`src/rtl/pconv_pkg.sv`:
```
package pconv_pkg;

  typedef enum logic { RATE_HALF = 1'b0, RATE_3Q = 1'b1 } rate_e;
  typedef enum logic { MOD_QPSK = 1'b0, MOD_BPSK = 1'b1 } mod_e;

  // One output pair: earlier kept symbol on I, later on Q.
  typedef struct packed {
    logic sym_i;
    logic sym_q;
  } sym_pair_t;

  // Modulo-2 inner product of the code window with a generator.
  function automatic logic gen_parity(input logic [31:0] win,
                                      input logic [31:0] poly);
    return ^(win & poly);
  endfunction

  // Which phases of a puncture period emit a pair at rate 3/4.
  function automatic logic phase_emits(input rate_e rate,
                                       input logic [1:0] phase);
    return (rate == RATE_HALF) || (phase == 2'd0) || (phase == 2'd2);
  endfunction

endpackage

```
`src/rtl/pconv_shift_encoder.sv`:
```
module pconv_shift_encoder
  import pconv_pkg::*;
#(
  parameter int unsigned K  = 7,
  parameter logic [31:0] G1 = 32'o171,
  parameter logic [31:0] G2 = 32'o133
) (
  input  logic clk,
  input  logic rst,
  input  logic accept,
  input  logic din,
  output logic g1,
  output logic g2
);
  localparam int unsigned HIST_W = K - 1;

  logic [HIST_W-1:0] hist_q;   // MSB = most recent earlier bit
  logic [K-1:0]      window;   // MSB = current bit, LSB = oldest

  assign window = {din, hist_q};
  assign g1     = gen_parity(32'(window), G1);
  assign g2     = gen_parity(32'(window), G2);

  always_ff @(posedge clk) begin
    if (rst)         hist_q <= '0;
    else if (accept) hist_q <= window[K-1:1];
  end

endmodule

```
`src/rtl/pconv_puncturer.sv`:
```
module pconv_puncturer
  import pconv_pkg::*;
#(
  parameter int unsigned PERIOD = 3,
  localparam int unsigned PH_W  = $clog2(PERIOD)
) (
  input  logic            clk,
  input  logic            rst,
  input  logic            resync,
  input  logic            accept,
  input  rate_e           rate,
  input  logic            g1,
  input  logic            g2,
  output logic            emit,
  output sym_pair_t       pair,
  output logic [PH_W-1:0] phase
);
  logic [PH_W-1:0] phase_q;
  logic            held_q;    // Q symbol of the phase-1 bit
  logic            fresh;     // both symbols of this bit survive

  assign phase = phase_q;
  assign fresh = (rate == RATE_HALF) || (phase_q == '0);
  assign emit  = accept && phase_emits(rate, 2'(phase_q));
  assign pair.sym_i = fresh ? g1 : held_q;
  assign pair.sym_q = fresh ? g2 : g1;

  always_ff @(posedge clk) begin
    if (rst) begin
      phase_q <= '0;
      held_q  <= 1'b0;
    end else if (resync) begin
      phase_q <= '0;
    end else if (accept) begin
      if (rate == RATE_HALF) begin
        phase_q <= '0;
      end else begin
        if (phase_q == PH_W'(1)) held_q <= g2;
        phase_q <= (phase_q == PH_W'(PERIOD - 1)) ? '0 : phase_q + 1'b1;
      end
    end
  end

endmodule

```
`src/rtl/pconv_iq_serializer.sv`:
```
module pconv_iq_serializer
  import pconv_pkg::*;
(
  input  logic      clk,
  input  logic      rst,
  input  logic      emit,
  input  sym_pair_t pair,
  input  mod_e      mode,
  input  logic      q_first,
  output logic      out_i,
  output logic      out_q,
  output logic      pair_valid,
  output logic      ser_bit,
  output logic      ser_valid,
  output logic      pend
);
  logic pend_bit_q;

  always_ff @(posedge clk) begin
    if (rst) begin
      out_i      <= 1'b0;
      out_q      <= 1'b0;
      pair_valid <= 1'b0;
      ser_bit    <= 1'b0;
      ser_valid  <= 1'b0;
      pend       <= 1'b0;
      pend_bit_q <= 1'b0;
    end else begin
      pair_valid <= 1'b0;
      ser_valid  <= 1'b0;
      if (pend) begin
        ser_bit   <= pend_bit_q;
        ser_valid <= 1'b1;
        pend      <= 1'b0;
      end else if (emit) begin
        if (mode == MOD_BPSK) begin
          ser_bit    <= q_first ? pair.sym_q : pair.sym_i;
          pend_bit_q <= q_first ? pair.sym_i : pair.sym_q;
          ser_valid  <= 1'b1;
          pend       <= 1'b1;
        end else begin
          out_i      <= pair.sym_i;
          out_q      <= pair.sym_q;
          pair_valid <= 1'b1;
        end
      end
    end
  end

endmodule

```
`src/rtl/pconv_iq_mapper.sv`:
```
module pconv_iq_mapper
  import pconv_pkg::*;
#(
  parameter int unsigned K      = 7,
  parameter logic [31:0] G1     = 32'o171,
  parameter logic [31:0] G2     = 32'o133,
  parameter int unsigned PERIOD = 3
) (
  input  logic clk,
  input  logic rst,
  input  logic in_bit,
  input  logic in_valid,
  output logic in_ready,
  input  logic rate_sel,
  input  logic mode_sel,
  input  logic q_first,
  input  logic resync,
  output logic out_i,
  output logic out_q,
  output logic pair_valid,
  output logic ser_bit,
  output logic ser_valid
);
  localparam int unsigned PH_W = $clog2(PERIOD);

  // Named internal events, visible to the bound checker.
  logic            accept;
  logic            emit;
  logic            pend;
  logic            cfg_load;
  logic [PH_W-1:0] phase;
  logic            g1, g2;
  sym_pair_t       pair;

  rate_e act_rate, cur_rate;
  mod_e  act_mode, cur_mode;
  logic  act_qf,   cur_qf;

  assign in_ready = !rst && !pend && !resync;
  assign accept   = in_valid && in_ready;
  assign cfg_load = (phase == '0) && !pend;

  assign cur_rate = cfg_load ? rate_e'(rate_sel) : act_rate;
  assign cur_mode = cfg_load ? mod_e'(mode_sel)  : act_mode;
  assign cur_qf   = cfg_load ? q_first           : act_qf;

  always_ff @(posedge clk) begin
    if (rst || resync) begin
      act_rate <= rate_e'(rate_sel);
      act_mode <= mod_e'(mode_sel);
      act_qf   <= q_first;
    end else begin
      act_rate <= cur_rate;
      act_mode <= cur_mode;
      act_qf   <= cur_qf;
    end
  end

  pconv_shift_encoder #(.K(K), .G1(G1), .G2(G2)) u_enc (
    .clk    (clk),
    .rst    (rst),
    .accept (accept),
    .din    (in_bit),
    .g1     (g1),
    .g2     (g2)
  );

  pconv_puncturer #(.PERIOD(PERIOD)) u_punc (
    .clk    (clk),
    .rst    (rst),
    .resync (resync),
    .accept (accept),
    .rate   (cur_rate),
    .g1     (g1),
    .g2     (g2),
    .emit   (emit),
    .pair   (pair),
    .phase  (phase)
  );

  pconv_iq_serializer u_ser (
    .clk        (clk),
    .rst        (rst),
    .emit       (emit),
    .pair       (pair),
    .mode       (cur_mode),
    .q_first    (cur_qf),
    .out_i      (out_i),
    .out_q      (out_q),
    .pair_valid (pair_valid),
    .ser_bit    (ser_bit),
    .ser_valid  (ser_valid),
    .pend       (pend)
  );

endmodule

```
`config.mk`:
```
export PLATFORM = sky130hd
export DESIGN_NAME = pconv_iq_mapper
export DESIGN_NICKNAME = d
export VERILOG_FILES = /design/src/rtl/pconv_pkg.sv /design/src/rtl/pconv_shift_encoder.sv /design/src/rtl/pconv_puncturer.sv /design/src/rtl/pconv_iq_serializer.sv /design/src/rtl/pconv_iq_mapper.sv
export SDC_FILE = /design/constraint.sdc
export NUM_CORES = 1
export LEC_CHECK = 0
export BUFFER_PORTS_ARGS = -buffer_cell sky130_fd_sc_hd__buf_4
export CAP_MARGIN = 20
export CELL_PAD_IN_SITES_DETAIL_PLACEMENT = 0
export CELL_PAD_IN_SITES_GLOBAL_PLACEMENT = 1
export CORE_MARGIN = 3
export CORE_UTILIZATION = 41
export DETAILED_ROUTE_END_ITERATION = 8
export PLACE_DENSITY_LB_ADDON = 0.05
export SKIP_LAST_GASP = 1
export SYNTH_ARGS = -nofsm -noshare
export SYNTH_HDL_FRONTEND = slang
export SYNTH_HIERARCHICAL = 1
export SYNTH_SLANG_ARGS = --single-unit
```
`constraint.sdc`:
```
create_clock -name clk -period 2.35 [get_ports clk]
set_input_delay 0.3525 -clock clk [delete_from_list [all_inputs] [get_ports clk]]
set_output_delay 0.3525 -clock clk [all_outputs]
set_load 0.005 [all_outputs]
```
==> metrics <==
Die W=52.8 um; nets=approximately 120; Worst EP arrival=~2200 ps; final hold viol count=0; H-Tree Depth=1; Post-Synthesis Cell Area=898 um2; RSZ-0062 raised after global routing=no; fmax=0.494 GHz; ranking of synthesized cells by area=dfxtp_1 42%, mux2i_1 10%, xor3_1 5.3%, nor2_1 4.2%, o21ai_0 3.3%; DRT antenna net count=0; Total GRT Usage=0.137; Clock Latency Late Sink=~290 ps; worst hold path class=primary input to flop; Final TNS setup=0 ps; Max Transition Viols Final=0; Core Util, Final=0.530; Power Density=525 nW/um2; wire length per cell=approximately 13 um; Final period util=0.861; first-pass GRT wire length=2730 um; crit path max fanout=8; # DRC=0; number of global-route vias before repair=621; RePlAce Congestion=0.724; starting DRC count in detailed routing=15; via count=around 700; Cells after Synth=89; die area=2790 um2; Slowest Stage Delay on Critical Path=~540 ps; CTS Hold Bufs=0; Initial Util=0.444; critical path endpoint category=flop; CORE AREA=approximately 2000 um2; Yosys top cell area share=0.423; CTS clk-pin slew, worst paths=110 ps; status=complete, no violations; postcts setup bufs=0; CP required=2540 ps; die height=52.8 um; diode count=0; TritonCTS clock tree=built; min Tclk post-route=2020 ps; Inserted Clock Buffers=3; Setup WS pre-CTS=about 210 ps; crit path cell chain=or4b_1 -> o21ai_0 -> o21ai_1 -> mux2_2 -> nand2b_1 -> o211ai_1 -> a31oi_1; Synth cell types=30; global route overflow=0; WS Path Type=flop to flop; MaxCap Viol Count=0; # setup viols final=0; Max-slew headroom=0.634; Worst path slowest cell=or4b_1; Vias/cell=between 5 and 6; syn nets=97; antenna violations before repair=0; TritonCTS Sinks=19; reg2reg setup slack=330 ps; # fillers=197; clock root buffer=clkbuf_4; share of layout cells above drive strength 1=0.252; post-synth top area cell=dfxtp_1; P&R area growth vs syn=19.4%; Total Wirelength=about 1700 um; Rows=16; part of the Yosys area used for sequential elements=0.423; CP Launch Type=flop; Port Buffers=13; Syn Area/Cell=10.1 um2; Final WS setup=326 ps; dpl hpwl=1320 um; Worst-Margin Slew=543 ps; Yosys warning total=6; Clock Tree Buf Depth=2; leakage=around 0.44 nW; Ports=14; peak supply drop=around 350 uV; Max Clock Skew=~10 ps; register bit count reported by yosys=19; DR pass1 iterations=4; pin count of the biggest net entering global routing=23
cells in the final DEF, fill, tap and decap left out, drive strengths merged:
cell,instances
xor3,2
and2,1
or4b,3
clkinv,1
nand4b,1
or2,1
inv,5
nand3b,1
a211oi,2
clkbuf,3
a31oi,1
nand2,3
xnor2,2
o211ai,1
nor3,4
nor2b,1
a21oi,3
mux2i,9
mux2,2
o41ai,1
nand2b,1
nor2,10
o311ai,3
nor3b,1
nor4b,1
and3b,1
o21ai,8
buf,15
and4bb,1
dfxtp,19
worst max-delay path: cells and delay by family (launching register included):
kind | cells | cell delay (ps)
AO/OA/AOI/OAI | 4 | 530
AND/OR/NAND/NOR | 2 | 680
flip-flops | 1 | 390
multiplexers | 1 | 320
Yosys cell counts:
master,n
nor4b_1,1
o21ai_0,6
buf_2,1
o311ai_1,3
or4b_1,3
nor3b_2,1
dfxtp_1,19
or2_2,1
o21ai_1,2
xnor2_2,1
nand4b_1,1
nand2_1,3
xnor2_1,1
nor3_1,4
nor2b_1,1
and4bb_2,1
mux2_2,2
a31oi_1,1
nand3b_1,1
a21oi_1,3
and3b_1,1
mux2i_1,9
inv_1,5
nor2_1,10
xor3_1,2
o41ai_2,1
nand2b_1,1
and2_1,1
o211ai_1,1
a211oi_1,2
metal layers:
layer	track usage	vias up	routed length, um
met4	0.0553	0	10
met2	0.219	17	788
met1	0.167	315	838
met3	0.0456	2	87
met5	0	-	0
li1	-	365	-
per-stage QoR:
stage | power (mW) | instance area [um2] | hold slack, ps | std cells
floorplan | 0.381 | 898 | 422 | 89
global placement | 0.411 | 1040 | 462 | 130
detailed placement | 0.411 | 1040 | 470 | 130
CTS | 0.574 | 1070 | 283 | 134
global route | 0.596 | 1070 | 276 | 134
finish | 0.563 | 1070 | 295 | 134
power breakdown:
part	total, mW	internal, mW	switching, mW
Clock	0.160	0.0632	0.0968
Combinational	0.0697	0.0342	0.0354
Sequential	0.334	0.330	0.00367
Total	0.563	0.427	0.136
area by class of cell:
| class | instances | area (um2) | area share |
|---|---|---|---|
| multi-input cells | 64 | 499 | 0.466 |
| flip-flops and latches | 19 | 380 | 0.355 |
| repair buffers | 15 | 113 | 0.105 |
| well taps | 27 | 33.8 | 0.0315 |
| clock buffers | 3 | 22.5 | 0.0210 |
| inverters | 5 | 18.8 | 0.0175 |
| clock inverters | 1 | 5.00 | 0.00467 |
cells by family (layout without fill, tap and decap cells):
group / after synthesis / count (layout) / share of synthesized area
buffers and inverters: 6 / 24 / 0.0265
AO/OA/AOI/OAI: 19 / 19 / 0.141
XOR/XNOR: 4 / 4 / 0.0808
flip-flops: 19 / 19 / 0.423
multiplexers: 11 / 11 / 0.125
AND/OR/NAND/NOR: 30 / 30 / 0.203
registers in the layout (all words and copies together) (netlist names):
signal / count
u_ser/pair_valid: 1
u_punc/phase: 2
act_qf: 1
u_ser/out_q: 1
act_rate: 1
u_ser/ser_valid: 1
u_ser/out_i: 1
u_ser/pend: 1
u_punc/held_q: 1
u_ser/pend_bit_q: 1
u_ser/ser_bit: 1
u_enc/hist_q: 6
act_mode: 1
repair_timing:
item / in CTS / in global routing
resized for setup: 0 / 1
endpoints found under the setup margin: 0 / 3
endpoints found under the hold margin: 0 / 0
final timing paths:
kind,start,endpoint,cells past startpoint
worst max-delay path,u_punc/phase[1],u_ser/ser_bit,7
worst min-delay path,resync,u_punc/phase[1],2
worst max register to register,u_punc/phase[1],u_ser/ser_bit,7
worst min register to register,u_ser/pend_bit_q,u_ser/ser_bit,2
(Power assumes the default switching activity.)
